===== config.mk =====
export PLATFORM = sky130hd
export DESIGN_NAME = mixdecay_cur_reg
export DESIGN_NICKNAME = d
export VERILOG_FILES = /design/src/rtl/mixdecay_pkg.sv /design/src/rtl/mixdecay_mode_latch.sv /design/src/rtl/mixdecay_fast_len.sv /design/src/rtl/mixdecay_seq.sv /design/src/rtl/mixdecay_cur_reg.sv
export SDC_FILE = /design/constraint.sdc
export NUM_CORES = 1
export LEC_CHECK = 0
export ABC_AREA = 1
export BUFFER_PORTS_ARGS = -buffer_cell sky130_fd_sc_hd__buf_2
export CAP_MARGIN = 5
export CORE_MARGIN = 2
export CORE_UTILIZATION = 51
export CTS_CLUSTER_DIAMETER = 60
export DETAILED_ROUTE_END_ITERATION = 7
export PLACE_DENSITY = 0.73
export SLEW_MARGIN = 20
export SYNTH_ARGS = -nofsm -noshare
export SYNTH_HDL_FRONTEND = slang
export SYNTH_SLANG_ARGS = --single-unit

===== constraint.sdc =====
create_clock -name clk -period 1.2 [get_ports clk]
set_input_delay 0.24 -clock clk [delete_from_list [all_inputs] [get_ports clk]]
set_output_delay 0.24 -clock clk [all_outputs]
set_load 0.05 [all_outputs]

===== src/rtl/mixdecay_pkg.sv =====
package mixdecay_pkg;

    typedef enum logic [1:0] {
        ST_IDLE  = 2'd0,
        ST_ON    = 2'd1,
        ST_OFF   = 2'd2,
        ST_BLANK = 2'd3
    } reg_state_e;

    typedef enum logic [1:0] {
        BR_ALLOFF = 2'b00,
        BR_DRIVE  = 2'b01,
        BR_FAST   = 2'b10,
        BR_SLOW   = 2'b11
    } bridge_e;

endpackage


===== src/rtl/mixdecay_mode_latch.sv =====
module mixdecay_mode_latch (
    input  logic clk,
    input  logic rst_n,
    input  logic step_upd_i,
    input  logic step_falls_i,
    output logic mixed_o
);
    typedef struct packed {
        logic mixed;
    } mode_t;

    mode_t st_d, st_q;

    always_comb begin
        st_d = st_q;
        if (step_upd_i) begin
            st_d.mixed = step_falls_i;
        end
    end

    always_ff @(posedge clk or negedge rst_n) begin
        if (!rst_n) begin
            st_q.mixed <= 1'b1;
        end else begin
            st_q <= st_d;
        end
    end

    assign mixed_o = st_q.mixed;

    AST_MODE_HOLD: assert property (@(posedge clk) disable iff (!rst_n)
        !step_upd_i |=> $stable(mixed_o));
endmodule


===== src/rtl/mixdecay_fast_len.sv =====
module mixdecay_fast_len #(
    parameter int CNT_W   = 7,
    parameter int OFF_CYC = 87,
    parameter int FD_LEN0 = 0,
    parameter int FD_LEN1 = 15,
    parameter int FD_LEN2 = 48,
    parameter int FD_LEN3 = 87
) (
    input  logic             mixed_i,
    input  logic [1:0]       sel_i,
    output logic [CNT_W-1:0] len_o
);
    localparam int NSEL = 4;

    logic [CNT_W-1:0] tbl [NSEL];

    for (genvar g = 0; g < NSEL; g++) begin : g_tbl
        localparam int RAW = (g == 0) ? FD_LEN0 : (g == 1) ? FD_LEN1 :
                             (g == 2) ? FD_LEN2 : FD_LEN3;
        localparam int CLIP = (RAW > OFF_CYC) ? OFF_CYC : RAW;
        assign tbl[g] = CNT_W'(CLIP);
    end

    always_comb begin
        if (mixed_i) begin
            len_o = tbl[sel_i];
        end else begin
            len_o = '0;
        end
    end

    always_comb begin
        AST_LEN_RANGE: assert (int'(len_o) <= OFF_CYC);
    end
endmodule


===== src/rtl/mixdecay_seq.sv =====
module mixdecay_seq
    import mixdecay_pkg::*;
#(
    parameter int CNT_W     = 7,
    parameter int OFF_CYC   = 87,
    parameter int BLANK_CYC = 6
) (
    input  logic             clk,
    input  logic             rst_n,
    input  logic             en_i,
    input  logic             trip_i,
    input  logic [CNT_W-1:0] flen_i,
    output reg_state_e       state_o,
    output logic [CNT_W-1:0] cnt_o,
    output logic [CNT_W-1:0] flen_o
);
    localparam logic [CNT_W-1:0] OFF_LAST   = CNT_W'(OFF_CYC - 1);
    localparam logic [CNT_W-1:0] BLANK_LAST = CNT_W'(BLANK_CYC - 1);

    typedef struct packed {
        reg_state_e       state;
        logic [CNT_W-1:0] cnt;
        logic [CNT_W-1:0] flen;
    } seq_t;

    seq_t s_d, s_q;

    always_comb begin
        s_d = s_q;
        if (!en_i) begin
            s_d.state = ST_IDLE;
            s_d.cnt   = '0;
        end else begin
            unique case (s_q.state)
                ST_IDLE: begin
                    s_d.state = ST_ON;
                    s_d.cnt   = '0;
                end
                ST_ON: begin
                    if (trip_i) begin
                        s_d.state = ST_OFF;
                        s_d.cnt   = '0;
                        s_d.flen  = flen_i;
                    end
                end
                ST_OFF: begin
                    if (s_q.cnt == OFF_LAST) begin
                        s_d.state = ST_BLANK;
                        s_d.cnt   = '0;
                    end else begin
                        s_d.cnt = s_q.cnt + 1'b1;
                    end
                end
                ST_BLANK: begin
                    if (s_q.cnt == BLANK_LAST) begin
                        s_d.cnt = '0;
                        if (trip_i) begin
                            s_d.state = ST_OFF;
                            s_d.flen  = flen_i;
                        end else begin
                            s_d.state = ST_ON;
                        end
                    end else begin
                        s_d.cnt = s_q.cnt + 1'b1;
                    end
                end
                default: begin
                    s_d.state = ST_IDLE;
                    s_d.cnt   = '0;
                end
            endcase
        end
    end

    always_ff @(posedge clk or negedge rst_n) begin
        if (!rst_n) begin
            s_q.state <= ST_IDLE;
            s_q.cnt   <= '0;
            s_q.flen  <= '0;
        end else begin
            s_q <= s_d;
        end
    end

    assign state_o = s_q.state;
    assign cnt_o   = s_q.cnt;
    assign flen_o  = s_q.flen;

    AST_TRIP_TO_OFF: assert property (@(posedge clk) disable iff (!rst_n)
        (en_i && state_o == ST_ON && trip_i) |=> (state_o == ST_OFF && cnt_o == '0));
    AST_OFF_ENDS: assert property (@(posedge clk) disable iff (!rst_n)
        (en_i && state_o == ST_OFF && cnt_o == OFF_LAST) |=> (state_o == ST_BLANK || !$past(en_i)));
    AST_OFF_CONT: assert property (@(posedge clk) disable iff (!rst_n)
        (en_i && state_o == ST_OFF && cnt_o != OFF_LAST) |=> (state_o == ST_OFF));
    AST_BLANK_MASK: assert property (@(posedge clk) disable iff (!rst_n)
        (en_i && state_o == ST_BLANK && cnt_o != BLANK_LAST) |=> (state_o == ST_BLANK));
    AST_BLANK_RETRIP: assert property (@(posedge clk) disable iff (!rst_n)
        (en_i && state_o == ST_BLANK && cnt_o == BLANK_LAST && trip_i) |=> (state_o == ST_OFF));
    AST_DISABLE_IDLE: assert property (@(posedge clk) disable iff (!rst_n)
        !en_i |=> (state_o == ST_IDLE));
    AST_FLEN_HELD: assert property (@(posedge clk) disable iff (!rst_n)
        (state_o == ST_OFF && $past(state_o) == ST_OFF) |-> $stable(flen_o));
endmodule


===== src/rtl/mixdecay_cur_reg.sv =====
module mixdecay_cur_reg
    import mixdecay_pkg::*;
#(
    parameter int OFF_CYC   = 87,
    parameter int BLANK_CYC = 6,
    parameter int FD_LEN0   = 0,
    parameter int FD_LEN1   = 15,
    parameter int FD_LEN2   = 48,
    parameter int FD_LEN3   = 87
) (
    input  logic       clk,
    input  logic       rst_n,
    input  logic       enable_i,
    input  logic       trip_i,
    input  logic       step_upd_i,
    input  logic       step_falls_i,
    input  logic [1:0] fd_sel_i,
    output logic [1:0] bridge_o
);
    localparam int MAXC  = (OFF_CYC > BLANK_CYC) ? OFF_CYC : BLANK_CYC;
    localparam int CNT_W = $clog2(MAXC + 1);

    logic             mixed;
    logic [CNT_W-1:0] flen_sel;
    logic [CNT_W-1:0] flen_cur;
    logic [CNT_W-1:0] cnt;
    reg_state_e       state;
    bridge_e          br;

    mixdecay_mode_latch u_mode (
        .clk          (clk),
        .rst_n        (rst_n),
        .step_upd_i   (step_upd_i),
        .step_falls_i (step_falls_i),
        .mixed_o      (mixed)
    );

    mixdecay_fast_len #(
        .CNT_W   (CNT_W),
        .OFF_CYC (OFF_CYC),
        .FD_LEN0 (FD_LEN0),
        .FD_LEN1 (FD_LEN1),
        .FD_LEN2 (FD_LEN2),
        .FD_LEN3 (FD_LEN3)
    ) u_flen (
        .mixed_i (mixed),
        .sel_i   (fd_sel_i),
        .len_o   (flen_sel)
    );

    mixdecay_seq #(
        .CNT_W     (CNT_W),
        .OFF_CYC   (OFF_CYC),
        .BLANK_CYC (BLANK_CYC)
    ) u_seq (
        .clk     (clk),
        .rst_n   (rst_n),
        .en_i    (enable_i),
        .trip_i  (trip_i),
        .flen_i  (flen_sel),
        .state_o (state),
        .cnt_o   (cnt),
        .flen_o  (flen_cur)
    );

    always_comb begin
        br = BR_ALLOFF;
        if (enable_i) begin
            unique case (state)
                ST_IDLE:  br = BR_ALLOFF;
                ST_ON:    br = BR_DRIVE;
                ST_BLANK: br = BR_DRIVE;
                ST_OFF:   br = (cnt < flen_cur) ? BR_FAST : BR_SLOW;
                default:  br = BR_ALLOFF;
            endcase
        end
    end

    assign bridge_o = br;

    AST_NO_FAST_AFTER_SLOW: assert property (@(posedge clk) disable iff (!rst_n)
        ($past(bridge_o) == BR_SLOW && enable_i) |-> (bridge_o != BR_FAST));
    AST_OFF_WHEN_DISABLED: assert property (@(posedge clk) disable iff (!rst_n)
        ($fell(enable_i)) |=> (bridge_o == BR_ALLOFF || enable_i));
endmodule


==> impl_metrics.toml <==
[clock_tree]
cts_sinks = 15
clk_latency_ns = 0.29
clock_path_buffers = 2
htreeDepth = 1
cts_tree = "yes"
cts_buffers = 3
cts_root_buf = "clkbuf_4"
clkTransAtPathRegs_ns = 0.10

[global_route]
grt_pass1_wl_mm = 4.19
antenna_found_initial = 0
overflow = 0
grt_pass1_vias = 1026
grt_max_degree = 16
grt_usage_pct = 23.0

[yosys]
ys_seq_area_share_pct = 37.0
syn_inst = 145
yosys_warnings = 0
synth_most_common_cell = "nand2_1"
ys.flop_type = "dfrtp_1"
synth_area_leaders = "dfrtp_1 34%, nand2_1 16%, ha_1 11%"
synth_top_cell_area_share_pct = 34.4
netlist_area_sq_um = 1020
synth_nets = 162
synth.distinct_cells = 20
syn_avg_cell_area_sq_um = 7.02
synth_common_cells = "44 x nand2_1, 26 x inv_1, 19 x nor2_1, 14 x dfrtp_1, 9 x ha_1"
synth_edf_count = 0
synth_seq_cells = 15
synthArstFlopShare_pct = 100
synth_top_cell_by_area = "dfrtp_1"

[power_and_ir_drop]
power.leakage_nw = 0.788
ir_worst_vdd_v = 0.00151
p_per_area_nw_per_um2 = 1740

[layout]
diodes = 0
num-nets-final = 201
finalCoreUtilization_pct = 78.8
fill_cells = 146
drive_gt1_share_pct = 42.6
syn2layout_area_growth_pct = 48.6

[die]
die_x_um = 48.7
initial_core_util_pct = 53.0
die_area_sq_um = 2370
die_h_um = 48.7
pin_count = 10
core_sq_um = 1920
num_rows = 16

[worst_setup_path]
rrSetupSlack_ns = -0.29
start_kind = "flop"
worst_ep_arrival_time_ns = 1.60
crit_path_end_kind = "output port"
cp.required_ns = 0.96
criticalPathCategory = "reg2out"
worstPathMaxFanout = 2
worst-r2r-cell-count = 9

[place]
portBuffers = 9
pre_cts_ws_ns = -0.413
hpwl_mm = 1.65
gp_congestion = 0.806

[sta]
fin_crit_sh_pct = 153
max_freq_ghz = 0.545
drv_slew = 0
period_needed_ns = 1.84
finalSetupViolCount = 16
fin_ws_ns = -0.636
rsz0062_at_grt = "true"
finClkSkew_ns = 0.00483
timing_hold_violations_final = 0
slew_headroom_pct = 73.4
worst_slew_pin_slew_ns = 0.398
final.setup.tns_ns = -4.25
hold_slack_ns = 0.179

[route]
drc_errors = 0
dr.pass1.iters = 4
postRouteAntennaNets = 0
wl_per_cell_um = 12.3
drt_iter0_drc = 17
routed_wl_mm = 2.59
vias = 1022
viasPerCell = 4.87

[status]
status = "finished with violations"
violations = "negative setup slack"

[flow_run]
max-cap-violations = 0

[hold_path]
hold_class = "in2reg"
whs_path_depth = 2
## stage by stage
stage / std cells / power [mW] / area [sq um]
4_1_cts: 209 / 2.45 / 1440
3_5_place_dp: 193 / 1.78 / 1220
6_report: 210 / 2.64 / 1510
2_1_floorplan: 145 / 1.46 / 1050
5_1_grt: 210 / 2.85 / 1510
3_3_place_gp: 193 / 1.74 / 1220
## metal layers
layer | vias up | track usage [%] | routed length [um]
met5 | - | 0 | 0
met4 | 0 | 8.10 | 32
met3 | 5 | 2.47 | 63
met2 | 19 | 42.2 | 1390
met1 | 467 | 27.7 | 1110
li1 | 531 | - | -
## power by group
| group | internal (mW) | leakage, nW | switching [mW] | total [mW] |
|---|---|---|---|---|
| Clock | 0.127 | 0.0139 | 0.183 | 0.310 |
| Combinational | 0.729 | 0.575 | 0.842 | 1.57 |
| Sequential | 0.639 | 0.199 | 0.117 | 0.755 |
## critical path: stages, from the launching register on
cell and delay (ns):
dfrtp_1 0.42, ha_4 0.29, nand2_2 0.06, nor2_1 0.13, nand2_1 0.07, nand2_1 0.07
nand2_2 0.06, nand2_4 0.06, buf_8 0.14
## area by class of cell
| type | instances | area [sq um] | area share [%] |
|---|---|---|---|
| Clock inverter | 1 | 7.51 | 0.496 |
| Multi-Input combinational cell | 104 | 711 | 46.9 |
| Tap cell | 27 | 33.8 | 2.23 |
| Inverter | 26 | 100 | 6.61 |
| Sequential cell | 15 | 377 | 24.9 |
| Timing Repair Buffer | 34 | 263 | 17.4 |
| Clock buffer | 3 | 22.5 | 1.49 |
## repair_timing
action                                 in CTS  in global routing
endpoints found under the hold margin      14                  0
cloned                                      1                  0
gates resized for setup                    32                 15
hold buffers                                1                  0
buffers inserted                           10                  1
setup endpoints to repair                  16                 16
pin swaps                                  15                  4
## layout by cell type (no fill, tap or decap), drive strengths merged, types with 2 or more instances in the layout
master | synthesis | layout
a21oi | 5 | 5
buf | 1 | 33
clkbuf | 0 | 3
dfrtp | 14 | 14
ha | 9 | 9
inv | 26 | 26
nand2 | 45 | 46
nand3 | 8 | 8
nand4 | 2 | 2
nor2 | 20 | 20
o21ai | 8 | 8
o21bai | 2 | 2
## worst paths after layout
path	startpoint	to
hold reg to reg	u_seq.flen_o[4]	u_seq.flen_o[4]
hold / removal	step_falls_i	u_mode.mixed_o
setup / recovery	u_seq.cnt_o[6]	bridge_o[0]
setup reg to reg	u_seq.cnt_o[1]	u_seq.state_o[1]
min in group asynchronous	rst_n	u_seq.flen_o[3]
max in group asynchronous	rst_n	u_mode.mixed_o
## state kept, by name (all words and copies together), names as in the netlist
| name | flops |
|---|---|
| u_seq.cnt_o | 7 |
| u_mode.mixed_o | 1 |
| u_seq.flen_o | 5 |
| u_seq.state_o | 2 |
## kinds of logic (layout without fill, tap and decap cells)
logic type / after synthesis / after routing / synth area share, %
compound gates: 17 / 17 / 9.34
mux: 1 / 1 / 1.11
fa+ha+maj: 9 / 9 / 11.1
buf+inv: 27 / 64 / 10.7
simple gates: 76 / 77 / 30.8
flops: 15 / 15 / 37.0
Power figures use the tool's default switching activity.
